[config.mk]
export PLATFORM = sky130hd
export DESIGN_NAME = gp_period_timer
export DESIGN_NICKNAME = d
export VERILOG_FILES = /design/src/rtl/gpt_pkg.sv /design/src/rtl/gpt_rst_sync.sv /design/src/rtl/gpt_regs.sv /design/src/rtl/gpt_prescaler.sv /design/src/rtl/gpt_counter.sv /design/src/rtl/gpt_cmp_out.sv /design/src/rtl/gp_period_timer.sv
export SDC_FILE = /design/constraint.sdc
export NUM_CORES = 1
export LEC_CHECK = 0
export BUFFER_PORTS_ARGS = -buffer_cell sky130_fd_sc_hd__buf_2
export CAP_MARGIN = 20
export CORE_MARGIN = 4
export CORE_UTILIZATION = 55
export CTS_CLUSTER_SIZE = 25
export DETAILED_ROUTE_END_ITERATION = 7
export PLACE_DENSITY = 0.85
export REMOVE_ABC_BUFFERS = 1
export SLEW_MARGIN = 10
export SYNTH_ARGS = -nofsm -noshare
export SYNTH_HDL_FRONTEND = slang
export SYNTH_SLANG_ARGS = --single-unit
export TNS_END_PERCENT = 100
[constraint.sdc]
create_clock -name clk -period 2.55 [get_ports clk]
set_clock_uncertainty 0.2 [all_clocks]
set_input_delay 0.3825 -clock clk [delete_from_list [all_inputs] [get_ports clk]]
set_output_delay 0.3825 -clock clk [all_outputs]
set_load 0.01 [all_outputs]
[src/rtl/gpt_pkg.sv]
package gpt_pkg;

  localparam int ADDR_W = 3;
  localparam int PSC_W  = 3;

  localparam logic [ADDR_W-1:0] A_CTRL   = 3'd0;
  localparam logic [ADDR_W-1:0] A_OUTCTL = 3'd1;
  localparam logic [ADDR_W-1:0] A_PERIOD = 3'd2;
  localparam logic [ADDR_W-1:0] A_CMP    = 3'd3;
  localparam logic [ADDR_W-1:0] A_CNT    = 3'd4;
  localparam logic [ADDR_W-1:0] A_STATUS = 3'd5;

  // control word bit positions
  localparam int CTL_RUN     = 0;
  localparam int CTL_CMPEN   = 1;
  localparam int CTL_PSC_LSB = 2;
  localparam int CTL_RLD_LSB = CTL_PSC_LSB + PSC_W;

  // output-control word bit positions
  localparam int OC_POL_LSB = 0;
  localparam int OC_GLB     = 2;

  typedef enum logic [1:0] {
    RLD_ZERO     = 2'b00,
    RLD_ZERO_PRD = 2'b01,
    RLD_NOW      = 2'b10,
    RLD_SPARE    = 2'b11
  } reload_e;

  typedef enum logic [1:0] {
    POL_LOW    = 2'b00,
    POL_ACT_LO = 2'b01,
    POL_ACT_HI = 2'b10,
    POL_HIGH   = 2'b11
  } pol_e;

endpackage

[src/rtl/gpt_rst_sync.sv]
module gpt_rst_sync #(
  parameter int STAGES = 2
) (
  input  logic clk,
  input  logic rst_n,
  output logic rst_sync_n
);

  logic [STAGES-1:0] sync_q;
  logic [STAGES-1:0] sync_d;

  always_comb begin
    sync_d = {sync_q[STAGES-2:0], 1'b1};
  end

  always_ff @(posedge clk or negedge rst_n) begin
    if (!rst_n) begin
      sync_q <= '0;
    end else begin
      sync_q <= sync_d;
    end
  end

  assign rst_sync_n = sync_q[STAGES-1];

endmodule

[src/rtl/gpt_regs.sv]
module gpt_regs
  import gpt_pkg::*;
#(
  parameter int CNT_W = 16
) (
  input  logic                 clk,
  input  logic                 rst_n,
  input  logic                 wr_en,
  input  logic [ADDR_W-1:0]    wr_addr,
  input  logic [CNT_W-1:0]     wr_data,
  input  logic                 wrap,
  output logic                 run,
  output logic                 cmp_en,
  output logic [PSC_W-1:0]     psc,
  output reload_e              reload,
  output pol_e                 pol,
  output logic                 glb_en,
  output logic [CNT_W-1:0]     period,
  output logic [CNT_W-1:0]     cmp_buf,
  output logic                 flag,
  output logic                 flag_clr,
  output logic                 cnt_wr,
  output logic [CNT_W-1:0]     cnt_wdata
);

  logic             run_q, run_d;
  logic             cmpen_q, cmpen_d;
  logic [PSC_W-1:0] psc_q, psc_d;
  reload_e          rld_q, rld_d;
  pol_e             pol_q, pol_d;
  logic             glb_q, glb_d;
  logic [CNT_W-1:0] prd_q, prd_d;
  logic [CNT_W-1:0] buf_q, buf_d;
  logic             flag_q, flag_d;

  always_comb begin
    flag_clr  = wr_en && (wr_addr == A_STATUS) && wr_data[0];
    cnt_wr    = wr_en && (wr_addr == A_CNT);
    cnt_wdata = wr_data;
  end

  // next-state
  always_comb begin
    run_d   = run_q;
    cmpen_d = cmpen_q;
    psc_d   = psc_q;
    rld_d   = rld_q;
    pol_d   = pol_q;
    glb_d   = glb_q;
    prd_d   = prd_q;
    buf_d   = buf_q;
    if (wr_en) begin
      case (wr_addr)
        A_CTRL: begin
          run_d   = wr_data[CTL_RUN];
          cmpen_d = wr_data[CTL_CMPEN];
          psc_d   = wr_data[CTL_PSC_LSB +: PSC_W];
          rld_d   = reload_e'(wr_data[CTL_RLD_LSB +: 2]);
        end
        A_OUTCTL: begin
          pol_d = pol_e'(wr_data[OC_POL_LSB +: 2]);
          glb_d = wr_data[OC_GLB];
        end
        A_PERIOD: prd_d = wr_data;
        A_CMP:    buf_d = wr_data;
        default:  ;
      endcase
    end
    // a wrap on the same edge as a clear wins
    if (wrap) begin
      flag_d = 1'b1;
    end else if (flag_clr) begin
      flag_d = 1'b0;
    end else begin
      flag_d = flag_q;
    end
  end

  always_ff @(posedge clk or negedge rst_n) begin
    if (!rst_n) begin
      run_q   <= 1'b0;
      cmpen_q <= 1'b0;
      psc_q   <= '0;
      rld_q   <= RLD_ZERO;
      pol_q   <= POL_LOW;
      glb_q   <= 1'b0;
      prd_q   <= '0;
      buf_q   <= '0;
      flag_q  <= 1'b0;
    end else begin
      run_q   <= run_d;
      cmpen_q <= cmpen_d;
      psc_q   <= psc_d;
      rld_q   <= rld_d;
      pol_q   <= pol_d;
      glb_q   <= glb_d;
      prd_q   <= prd_d;
      buf_q   <= buf_d;
      flag_q  <= flag_d;
    end
  end

  assign run     = run_q;
  assign cmp_en  = cmpen_q;
  assign psc     = psc_q;
  assign reload  = rld_q;
  assign pol     = pol_q;
  assign glb_en  = glb_q;
  assign period  = prd_q;
  assign cmp_buf = buf_q;
  assign flag    = flag_q;

endmodule

[src/rtl/gpt_prescaler.sv]
module gpt_prescaler #(
  parameter int PSC_W = 3
) (
  input  logic             clk,
  input  logic             rst_n,
  input  logic             run,
  input  logic [PSC_W-1:0] psc,
  output logic             tick
);

  localparam int DIV_W = (1 << PSC_W) - 1;

  logic [DIV_W-1:0] div_q, div_d, limit;

  always_comb begin
    limit = DIV_W'((32'd1 << psc) - 32'd1);
    tick  = run && (div_q >= limit);
    if (!run || tick) begin
      div_d = '0;
    end else begin
      div_d = div_q + 1'b1;
    end
  end

  always_ff @(posedge clk or negedge rst_n) begin
    if (!rst_n) begin
      div_q <= '0;
    end else begin
      div_q <= div_d;
    end
  end

endmodule

[src/rtl/gpt_counter.sv]
module gpt_counter
  import gpt_pkg::*;
#(
  parameter int CNT_W = 16
) (
  input  logic             clk,
  input  logic             rst_n,
  input  logic             tick,
  input  logic [CNT_W-1:0] period,
  input  logic             cnt_wr,
  input  logic [CNT_W-1:0] cnt_wdata,
  input  reload_e          reload,
  input  logic [CNT_W-1:0] cmp_buf,
  output logic [CNT_W-1:0] cnt,
  output logic [CNT_W-1:0] cmp_act,
  output logic             wrap,
  output logic             pulse
);

  logic [CNT_W-1:0] cnt_q, cnt_d;
  logic [CNT_W-1:0] act_q, act_d;
  logic             pulse_q;
  logic             at_top;
  logic             do_reload;

  always_comb begin
    at_top = (cnt_q >= period);
    wrap   = tick && !cnt_wr && at_top;

    if (cnt_wr) begin
      cnt_d = cnt_wdata;
    end else if (tick) begin
      cnt_d = at_top ? '0 : cnt_q + 1'b1;
    end else begin
      cnt_d = cnt_q;
    end

    case (reload)
      RLD_ZERO_PRD: do_reload = (cnt_q == '0) || (cnt_q == period);
      RLD_NOW:      do_reload = 1'b1;
      default:      do_reload = (cnt_q == '0);
    endcase
    act_d = do_reload ? cmp_buf : act_q;
  end

  always_ff @(posedge clk or negedge rst_n) begin
    if (!rst_n) begin
      cnt_q   <= '0;
      act_q   <= '0;
      pulse_q <= 1'b0;
    end else begin
      cnt_q   <= cnt_d;
      act_q   <= act_d;
      pulse_q <= wrap;
    end
  end

  assign cnt     = cnt_q;
  assign cmp_act = act_q;
  assign pulse   = pulse_q;

endmodule

[src/rtl/gpt_cmp_out.sv]
module gpt_cmp_out
  import gpt_pkg::*;
#(
  parameter int CNT_W = 16
) (
  input  logic [CNT_W-1:0] cnt,
  input  logic [CNT_W-1:0] period,
  input  logic [CNT_W-1:0] cmp_act,
  input  logic             cmp_en,
  input  pol_e             pol,
  input  logic             glb_en,
  output logic             pin
);

  logic active;

  always_comb begin
    active = cmp_en && (cnt >= cmp_act) && (cmp_act <= period);
    if (!glb_en) begin
      pin = 1'b0;
    end else begin
      case (pol)
        POL_ACT_LO: pin = !active;
        POL_ACT_HI: pin = active;
        POL_HIGH:   pin = 1'b1;
        default:    pin = 1'b0;
      endcase
    end
  end

endmodule

[src/rtl/gp_period_timer.sv]
module gp_period_timer
  import gpt_pkg::*;
#(
  parameter int CNT_W       = 16,
  parameter int SYNC_STAGES = 2
) (
  input  logic              clk,
  input  logic              rst_n,
  input  logic              wr_en,
  input  logic [ADDR_W-1:0] wr_addr,
  input  logic [CNT_W-1:0]  wr_data,
  input  logic [ADDR_W-1:0] rd_addr,
  output logic [CNT_W-1:0]  rd_data,
  output logic              cmp_out,
  output logic              period_pulse,
  output logic              period_flag
);

  logic             rst_sync_n;
  logic             run, cmp_en, glb_en, flag_clr, cnt_wr, wrap, tick;
  logic [PSC_W-1:0] psc;
  reload_e          reload;
  pol_e             pol;
  logic [CNT_W-1:0] period_q, cmp_buf, cnt_wdata, cnt_q, cmp_act;

  gpt_rst_sync #(.STAGES(SYNC_STAGES)) u_rst (
    .clk(clk), .rst_n(rst_n), .rst_sync_n(rst_sync_n)
  );

  gpt_regs #(.CNT_W(CNT_W)) u_regs (
    .clk(clk), .rst_n(rst_sync_n),
    .wr_en(wr_en), .wr_addr(wr_addr), .wr_data(wr_data), .wrap(wrap),
    .run(run), .cmp_en(cmp_en), .psc(psc), .reload(reload), .pol(pol),
    .glb_en(glb_en), .period(period_q), .cmp_buf(cmp_buf),
    .flag(period_flag), .flag_clr(flag_clr),
    .cnt_wr(cnt_wr), .cnt_wdata(cnt_wdata)
  );

  gpt_prescaler #(.PSC_W(PSC_W)) u_psc (
    .clk(clk), .rst_n(rst_sync_n), .run(run), .psc(psc), .tick(tick)
  );

  gpt_counter #(.CNT_W(CNT_W)) u_cnt (
    .clk(clk), .rst_n(rst_sync_n), .tick(tick), .period(period_q),
    .cnt_wr(cnt_wr), .cnt_wdata(cnt_wdata), .reload(reload),
    .cmp_buf(cmp_buf), .cnt(cnt_q), .cmp_act(cmp_act),
    .wrap(wrap), .pulse(period_pulse)
  );

  gpt_cmp_out #(.CNT_W(CNT_W)) u_out (
    .cnt(cnt_q), .period(period_q), .cmp_act(cmp_act), .cmp_en(cmp_en),
    .pol(pol), .glb_en(glb_en), .pin(cmp_out)
  );

  // read-back mux
  always_comb begin
    rd_data = '0;
    case (rd_addr)
      A_CTRL: begin
        rd_data[CTL_RUN]               = run;
        rd_data[CTL_CMPEN]             = cmp_en;
        rd_data[CTL_PSC_LSB +: PSC_W]  = psc;
        rd_data[CTL_RLD_LSB +: 2]      = reload;
      end
      A_OUTCTL: begin
        rd_data[OC_POL_LSB +: 2] = pol;
        rd_data[OC_GLB]          = glb_en;
      end
      A_PERIOD: rd_data    = period_q;
      A_CMP:    rd_data    = cmp_buf;
      A_CNT:    rd_data    = cnt_q;
      A_STATUS: rd_data[0] = period_flag;
      default:  rd_data    = '0;
    endcase
  end

endmodule

* Word-level counts from Yosys, hierarchy flattened
Index checks and enable logic that the tools add are counted.
** Storage, ports and cells
- Register bits after elaboration :: 85
- Output and inout port bits :: 19
- Logic and storage cells :: 73
** Operators by class
- Shift operators :: 1
- Reductions and logical operators :: 22
- Multiplexer cells :: 13
- Eq/ne operators :: 16
- Add/subtract/negate cells :: 3
- Order comparisons :: 4
** Operators with widths (count)
- two-way mux 16 bit :: 3
- >= comparator 16 bit :: 2
- case mux 9 bit (3 select lines) :: 1
- adder 16 x 1 -> 16 bit (second input constant) :: 1
- equality test 16 bit :: 1
- less-or-equal comparator 16 bit :: 1
- logical NOT 16 bit :: 1
- case mux 4 bit (4 select lines) :: 1
- equality test 3 x 2 -> 1 bit (second input constant) :: 4
- equality test 3 bit (second input constant) :: 4
- case mux 2 bit (5 select lines) :: 1
- logical AND 1 bit :: 8
- AND reduction 2 bit :: 4
- adder 7 x 1 -> 7 bit (second input constant) :: 1
- >= comparator 7 bit :: 1
- two-way mux 7 bit :: 1
- << shifter 1 x 3 -> 7 bit (first input constant) :: 1
- subtractor 7 x 1 -> 7 bit (second input constant) :: 1
- equality test 2 bit (second input constant) :: 3
- equality test 3 x 1 -> 1 bit (second input constant) :: 2
- logical NOT 3 bit :: 2
- case mux 1 bit (6 select lines) :: 1
- equality test 2 x 1 -> 1 bit (second input constant) :: 2
- nonzero test 2 bit :: 2
- 5 further kinds :: 10

* Logic depth before layout (Yosys ltp)
Gate-level depths: netlist of run 1.
- Depth after elaboration :: 7
- Gate-level depth with buffers :: 9

* Cells and area by module
From an unflattened synthesis of run 1, not the netlist that was laid out.
** Second synthesis, totals
- Cell total of the unflattened synthesis :: 599
- Area, all modules :: 5992.0 um^2
** Modules (own cells, without submodules)
- gpt_counter :: cells each 240, area an instance 2239.6 um^2, seq. area each 825.8 um^2, instances 1
- gpt_regs :: cells each 115, area an instance 1859.3 um^2, seq. area each 1076.0 um^2, instances 1
- gpt_cmp_out :: cells each 116, area an instance 828.3 um^2, seq. area each 0.0 um^2, instances 1
- gp_period_timer :: cells each 70, area an instance 505.5 um^2, seq. area each 0.0 um^2, instances 1
- gpt_prescaler :: cells each 55, area an instance 505.5 um^2, seq. area each 175.2 um^2, instances 1
- gpt_rst_sync :: cells each 3, area an instance 53.8 um^2, seq. area each 50.0 um^2, instances 1

* Worst setup path after synthesis of run 1
OpenSTA, ideal clock, no wires.
- Path type :: register to output
- Start point :: register u_cnt.cnt_q[0] (netlist: u_cnt.cnt[0])
- End point :: output cmp_out
- Arrival time :: 2000 ps
- Buffers on the path :: 0
- Cell stages (with the launch flop) :: 9
- Setup slack :: -33 ps
- Cells stage by stage :: dfrtp_1 > inv_1 > ha_1 > nand2b_1 > a2111oi_0 > a2111oi_0 > nor3_1 > nor4b_1 > mux2i_1
** On the way
- Cells in the longest elaborated chain, start to end :: 6
** RTL lines
- start, declared :: line gpt_counter.sv:20 : logic [CNT_W-1:0] cnt_q, cnt_d;
- start signal, assigned :: line gpt_counter.sv:52 : cnt_q <= cnt_d;
- >= comparator 16 bit (*) :: line gpt_cmp_out.sv:18 : active = cmp_en && (cnt >= cmp_act) && (cmp_act <= period);
- logical AND 1 bit (*) (2 in a row) :: line gpt_cmp_out.sv:18
- logical NOT 1 bit :: line gpt_cmp_out.sv:23 : POL_ACT_LO: pin = !active;
- case mux 1 bit (3 select lines) (*) :: line gpt_cmp_out.sv:22 : case (pol)
- two-way mux 1 bit (*) :: line gpt_cmp_out.sv:19 : if (!glb_en) begin
- end, declared :: line gp_period_timer.sv:14 : output logic cmp_out,
Every way passes the cells marked *; elsewhere a longest branch is shown, timed or not.

* Final worst setup path of run 1
- Start point :: register u_regs.prd_q[6] (netlist: u_regs.period[6])
- End point :: output cmp_out
** On the way
- Cells in the longest elaborated chain, start to end :: 5
** RTL lines
- start, declared :: line gpt_regs.sv:32 : logic [CNT_W-1:0] prd_q, prd_d;
- start signal, assigned :: line gpt_regs.sv:97 : prd_q <= prd_d;
- less-or-equal comparator 16 bit (*) :: line gpt_cmp_out.sv:18
- logical AND 1 bit (*) :: line gpt_cmp_out.sv:18
- logical NOT 1 bit :: line gpt_cmp_out.sv:23
- case mux 1 bit (3 select lines) (*) :: line gpt_cmp_out.sv:22
- two-way mux 1 bit (*) :: line gpt_cmp_out.sv:19
Marks and branches as above.

==> metrics.md, run 1 <==
| Metric | Value |
|---|---|
| Netlist cell types | `49` |
| DR pass1 iterations | `6` |
| Vias per inst | `between 6 and 7` |
| # DRC | `0` |
| Layout cells sized above 1 | `37.6%` |
| Sw Share | `about 45%` |
| Total Power | `8.48 mW` |
| Die H | `109 um` |
| Critical path launch point type | `flop` |
| Mapped Cells | `between 600 and 700` |
| RSZ-0062 raised after global routing | `true` |
| Final slew viol count | `0` |
| Vias post-DR | `6215` |
| Pwr per Cell Area | `roughly 1100 mW/mm^2` |
| Commonest non-fill, non-tap cell in the layout | `dfrtp_1` |
| Final wirelength | `21.7 mm` |
| Final nets | `852` |
| Final Util | `just under 80%` |
| Final min period | `3.12 ns` |
| Slew margin rel. | `60.4%` |
| Post-Syn Area per Cell | `8.90 sq um` |
| Fmax | `0.320 GHz` |
| Status | `complete, but fails checks` |
| Max FO, Critical Path | `3` |
| Clock transition at the registers of the reported paths | `0.09 ns` |
| Skew-Pair Late Insertion Delay | `0.40 ns` |
| Worst hold slack | `0.0396 ns` |
| Total gr overflow | `0` |
| Per-cell routed wire length | `between 20 and 25 um` |
| Crit path DAT | `2.54 ns` |
| Post-Synthesis Cell Area | `0.00563 sq mm` |
| HPWL Detailed | `12.6 mm` |
| Tightest Pin Transition | `0.594 ns` |
| Clk sink count | `85` |
| Register area share after synthesis | `37.8%` |
| Max cap viols | `0` |
| CTS Root Cell | `clkbuf_8` |
| TritonCTS clock tree | `built` |
| Synth Register Bits | `85` |
| Die Area | `about 0.012 sq mm` |
| VDD IR-drop max | `about 0.00069 V` |
| Required time of the critical path | `1.97 ns` |
| Largest net degree at the start of global routing | `44` |
| Clock buffer depth | `2` |
| Comb pwr share | `a little under two thirds` |
| Fillcell total | `~570` |
| Cell Int Power | `4.63 mW` |
| CP Capture Type | `output pin` |
| Htree depth | `3` |
| Core area | `0.00986 sq mm` |
| Global-route wire length before repair | `29.3 mm` |
| Die X | `109 um` |
| Ys Warns | `0` |
| Number of I/O pins | `44` |
| Ant. Diodes | `0` |
| GRT Util Overall | `32.1%` |
| Row cnt | `36` |
| PortBufs | `43` |
| Sequential share of power | `25.2%` |
| DRT iter0 DRCs | `766` |
| Endpoints failing setup | `35` |
| Antenna-violating nets left | `0` |
| Setup ws final | `-0.571 ns` |
| Pleak | `3.38 nW` |
| Clock power share | `between 10% and 20%` |
| Vias in the first global route | `5768` |
| Final Hold Viols | `0` |
| Routability congestion estimate | `0.990` |
| Num CTS Buffers | `9` |
| Initial antenna violation count | `0` |
| Failing checks | `negative setup slack` |
| Hold Path Class | `input port to flop` |
| P&R area growth vs syn | `38.8%` |
| Final worst-path cycle share | `122%` |
| Net Switching | `3.85 mW` |
| Initial Util | `57.1%` |
| Most frequent cells in the layout | `dfrtp_1 (84), buf_4 (76), nand2_1 (64), ha_1 (45), buf_2 (43)` |
| CP Class | `flop to output pin` |
routing by layer:
layer / wire (um) / share of wire [%] / global-route usage, %
met5: 0 / 0 / 0
met4: 1400 / 6.5 / 13.4
met3: 2320 / 11 / 8.41
met2: 10200 / 47 / 53.7
met1: 7770 / 36 / 39.3
state kept, by name (all words and copies together), names as in the netlist:
| register | flops |
|---|---|
| u_regs.cmp_en | 1 |
| u_regs.flag | 1 |
| u_regs.reload | 2 |
| u_regs.glb_en | 1 |
| u_regs.run | 1 |
| u_rst.sync_q | 2 |
| u_cnt.cnt | 16 |
| u_cnt.cmp_act | 16 |
| u_regs.pol | 2 |
| u_regs.psc | 3 |
| u_regs.period | 16 |
| u_psc.div_q | 7 |
| u_cnt.pulse | 1 |
| u_regs.cmp_buf | 16 |
cell families (layout without fill, tap and decap cells):
logic type	after synthesis	count (layout)	share of synthesized area (%)
AOI/OAI and AO/OA	178	178	19.5
xor gates and xnor gates	6	6	0.933
adders and majority gates	60	60	13.3
buffers and inverters	70	209	4.78
DFF	85	85	37.8
muxes	31	31	6.11
other	1	1	0.0666
and+or+nand+nor	202	202	17.5
repair_timing:
item                       CTS  global route
hold buffers                 1             0
hold endpoints to repair     2             0
setup buffers               14            11
pin swaps                   36            28
setup endpoints to repair   17            38
gates resized for setup     76            99
gates cloned                 2             4
power by group through the flow:
stage	combinational (mW)	sequential, mW	clock, mW
2_1_floorplan	2.06	2.14	0
3_3_place_gp	3.58	2.05	0
3_5_place_dp	3.74	2.09	0
4_1_cts	4.30	2.09	0.943
5_1_grt	5.74	2.16	0.995
6_report	5.41	2.14	0.935
final cells by class:
| type | count | area [sq um] | area share (%) |
|---|---|---|---|
| Inverter | 40 | 150 | 1.92 |
| Timing Repair Buffer | 153 | 1280 | 16.4 |
| Multi-Input combinational cell | 478 | 3910 | 50.0 |
| Sequential cell | 85 | 2130 | 27.3 |
| Clock inverter | 4 | 30.0 | 0.384 |
| Tap cell | 133 | 166 | 2.13 |
| Clock buffer | 12 | 155 | 1.98 |
worst max-delay path, stage by stage (launching register included):
cell and delay, ns:
dfrtp_1 0.40, inv_1 0.13, ha_4 0.23, a21oi_1 0.16, nand2_1 0.10, a21oi_2 0.26
a2111oi_4 0.12, nor4b_4 0.35, mux2i_1 0.23, buf_2 0.15
path summary, 6_finish.rpt:
| path | startpoint | to | slack [ns] | depth (start not counted) |
|---|---|---|---|---|
| hold reg to reg | u_rst.sync_q[1] | u_regs.period[1] | 0.14 | 0 |
| min in group asynchronous | rst_n | u_rst.sync_q[1] | 0.10 | 2 |
| max in group asynchronous | u_rst.sync_q[1] | u_cnt.cmp_act[7] | 1.38 | 1 |
| hold / removal | wr_data[7] | u_regs.period[7] | 0.04 | 3 |
| setup reg to reg | u_cnt.cnt[1] | u_cnt.cnt[15] | -0.35 | 10 |
| setup / recovery | u_regs.period[6] | cmp_out | -0.57 | 9 |
Yosys cell counts (all sizes together):
| cell type | number | share of area, % |
|---|---|---|
| clkbuf | 26 | 1.8 |
| mux2i | 4 | 0.71 |
| inv | 40 | 2.7 |
| nor4b | 1 | 0.16 |
| a211o | 2 | 0.31 |
| mux2 | 27 | 5.4 |
| a221o | 1 | 0.20 |
| conb | 1 | 0.067 |
| nor4 | 11 | 1.2 |
| o31ai | 1 | 0.13 |
| nor3b | 3 | 0.40 |
| ha | 60 | 13 |
| o221ai | 1 | 0.16 |
| and4 | 2 | 0.31 |
| or3 | 3 | 0.33 |
| a22oi | 18 | 2.4 |
| or4b | 2 | 0.36 |
| nand2b | 7 | 0.78 |
| nor2b | 8 | 0.89 |
| xnor2 | 4 | 0.62 |
| a21o | 8 | 1.1 |
| nand4 | 15 | 1.8 |
| a2111oi | 9 | 1.5 |
| a211oi | 10 | 1.3 |
| nor3 | 6 | 0.73 |
| a21boi | 1 | 0.13 |
| nand2 | 74 | 4.9 |
| o22ai | 3 | 0.33 |
| nor2 | 36 | 2.4 |
| o21ai | 63 | 5.7 |
| o2111ai | 1 | 0.16 |
| dfrtp | 85 | 38 |
| and3 | 6 | 0.67 |
| a21oi | 47 | 4.2 |
| nand3 | 26 | 2.3 |
| and2 | 2 | 0.22 |
| a31oi | 10 | 1.5 |
| o211ai | 3 | 0.40 |
| xor2 | 2 | 0.31 |
| buf | 4 | 0.36 |
metrics by stage:
| step | TNS, ns | cell area [sq um] | setup slack (ns) | std cells |
|---|---|---|---|---|
| finish | -5.34 | 7820 | -0.571 | 905 |
| global route | -6.78 | 7820 | -0.793 | 905 |
| detailed placement | -1.36 | 6570 | -0.381 | 861 |
| global placement | -0.524 | 6570 | -0.284 | 861 |
| floorplan | -22.99 | 5510 | -0.439 | 603 |
| CTS | -2.73 | 7260 | -0.452 | 891 |
Power figures use the tool's default switching activity.
==> inputs of run 2 (changes only) <==
PLACE_DENSITY = 0.77   (was 0.85)
==> metrics.md, run 2 (synthesis gave the netlist of run 1 again) <==
| Metric | Value |
|---|---|
| Crit path top cell by count | `buf_4` |
| Die H | `109 um (unchanged)` |
| Vias per inst | `6.48 (-5.6%)` |
| CP Class | `flop to output pin` |
| DRT iter0 DRCs | `610 (-20%)` |
| Row cnt | `36 (unchanged)` |
| Hold Path Class | `input port to flop` |
| Initial antenna violation count | `0 (unchanged)` |
| Required time of the critical path | `1.97 ns (about the same)` |
| Worst hold slack | `0.0481 ns (+0.00846 ns)` |
| Vias in the first global route | `5771 (+0.052%)` |
| Max FO, Critical Path | `2 (-1)` |
| Die Area | `0.0119 sq mm (unchanged)` |
| Commonest non-fill, non-tap cell in the layout | `dfrtp_1` |
| Ant. Diodes | `0 (unchanged)` |
| Vias post-DR | `5839 (-6.0%)` |
| Pwr per Cell Area | `1060 mW/mm^2 (-2.3%)` |
| Final nets | `848 (-0.47%)` |
| TritonCTS clock tree | `built` |
| Routability congestion estimate | `0.973 (-1.7%)` |
| Final instance area | `0.00763 sq mm (-2.4%)` |
| Most frequent cells in the layout | `dfrtp_1 (84), buf_4 (79), nand2_1 (73), ha_1 (50), o21ai_0 (49)` |
| Failing checks | `negative setup slack` |
| PortBufs | `43 (unchanged)` |
| Die X | `109 um (unchanged)` |
| Crit-path cells | `inv_1 > ha_1 > nand4_1 > buf_4 > a21oi_2 > nor3_2 > nor4b_2 > buf_4 > mux2i_1 > buf_2` |
| Clk sink count | `85 (unchanged)` |
| Antenna-violating nets left | `0 (unchanged)` |
| Pre-CTS WS | `-0.406 ns (-0.0252 ns)` |
| Final Hold Viols | `0 (unchanged)` |
| Family with the most delay on the worst path | `simple AND/OR/NAND/NOR gates` |
| Total Power | `8.09 mW (-4.6%)` |
| Critical path buffers and inverters | `4 (+2)` |
| CP Capture Type | `output pin` |
| Per-cell routed wire length | `22.0 um (-8.3%)` |
| Largest net degree at the start of global routing | `55 (+25%)` |
| Register cell area after layout | `0.00213 sq mm (unchanged)` |
| Endpoints failing setup | `12 (-66%)` |
| RSZ-0062 raised after global routing | `true` |
| Tightest Pin Transition | `0.501 ns (-0.0925 ns)` |
| Fillcell total | `636 (+12%)` |
| Clock buffer depth | `2 (unchanged)` |
| Number of I/O pins | `44 (unchanged)` |
| Final wirelength | `19.8 mm (-8.7%)` |
| Final worst-path cycle share | `126% (+3.3 points)` |
| Global-route wire length before repair | `28.6 mm (-2.5%)` |
| Initial Util | `57.1% (unchanged)` |
| # placed instances | `862 (+0.12%)` |
| Final slew viol count | `0 (unchanged)` |
| CTS Root Cell | `clkbuf_8` |
| Critical path's largest stage delay | `0.38 ns (-0.02 ns)` |
| Clock transition at the registers of the reported paths | `0.09 ns (about the same)` |
| Crit path DAT | `2.62 ns (+0.08 ns)` |
| Setup TNS | `-1.76 ns (+3.58 ns)` |
| Setup ws final | `-0.655 ns (-0.0840 ns)` |
| Skew-Pair Late Insertion Delay | `0.37 ns (-0.03 ns)` |
| Slew margin rel. | `66.3% (+5.9 points)` |
| Total gr overflow | `0 (unchanged)` |
| Htree depth | `3 (unchanged)` |
| Fmax | `0.312 GHz (-2.6%)` |
| Area of the multi-input gates | `0.00379 sq mm (-2.9%)` |
| Layout cells sized above 1 | `33.7% (-3.8 points)` |
| VDD IR-drop max | `0.000509 V (-26%)` |
| HPWL Detailed | `12.9 mm (+2.0%)` |
| P&R area growth vs syn | `35.5%` |
| Critical path launch point type | `flop` |
| Num CTS Buffers | `9 (unchanged)` |
| DR pass1 iterations | `6 (unchanged)` |
| Final min period | `3.21 ns (+0.0840 ns)` |
| Slowest CP cell | `nor4b_2` |
| Placed instance area | `0.00657 sq mm (+0.11%)` |
| Status | `complete, but fails checks` |
| Final Util | `77.3% (-1.9 points)` |
| Max cap viols | `0 (unchanged)` |
| # DRC | `0 (unchanged)` |
| R2r setup slk | `-0.20 ns (+0.15 ns)` |
| Core area | `0.00986 sq mm (unchanged)` |
| Fin cells | `901 (-0.44%)` |
| Pleak | `3.34 nW (-1.4%)` |
| GRT Util Overall | `31.2% (-0.92 points)` |
-- run 2: power by group --
group	switching [mW]	leakage, nW	internal, mW
Combinational	2.75	2.22	2.26
Sequential	0.340	1.01	1.76
Clock	0.506	0.100	0.480
-- run 2: repair_timing --
item	in CTS	in global routing
hold buffers	1	0
pin swaps	27	39
cloned	2	4
setup buffers	7	10
endpoints found under the setup margin	15	39
hold endpoints to repair	2	0
resized for setup	59	66
-- run 2: final cells by class --
class / instances / area share (%)
Clock inverter: 4 / 0.640
Inverter: 40 / 1.97
Sequential cell: 85 / 27.9
Multi-Input combinational cell: 478 / 49.7
Tap cell: 133 / 2.18
Clock buffer: 12 / 1.90
Timing Repair Buffer: 149 / 15.7
-- run 2: worst reg2reg max path, cell delays in order (launching register included) --
cell and delay, ns:
dfrtp_1 0.43, buf_6 0.16, ha_1 0.29, a211o_1 0.32, o211ai_1 0.17, a31oi_4 0.15
buf_4 0.17, nor3_4 0.19, or4b_1 0.46, a31oi_1 0.14
-- run 2: final timing paths --
kind | to | depth (start not counted) | from
worst max-delay path | cmp_out | 10 | u_cnt.cmp_act[10]
worst min-delay path | u_regs.period[12] | 3 | wr_data[12]
worst max register to register | u_cnt.cnt[15] | 9 | u_cnt.cnt[9]
worst min register to register | u_regs.period[15] | 0 | u_rst.sync_q[1]
max in group asynchronous | u_regs.cmp_buf[5] | 1 | u_rst.sync_q[1]
min in group asynchronous | u_regs.period[15] | 0 | u_rst.sync_q[1]
-- run 2: metal layers --
| metal | global-route usage, % | wire (um) | share of wire, % |
|---|---|---|---|
| met5 | 0 | 0 | 0 |
| met4 | 15.9 | 1360 | 6.9 |
| met1 | 40.9 | 7510 | 38 |
| met2 | 50.6 | 9150 | 46 |
| met3 | 4.14 | 1770 | 9.0 |
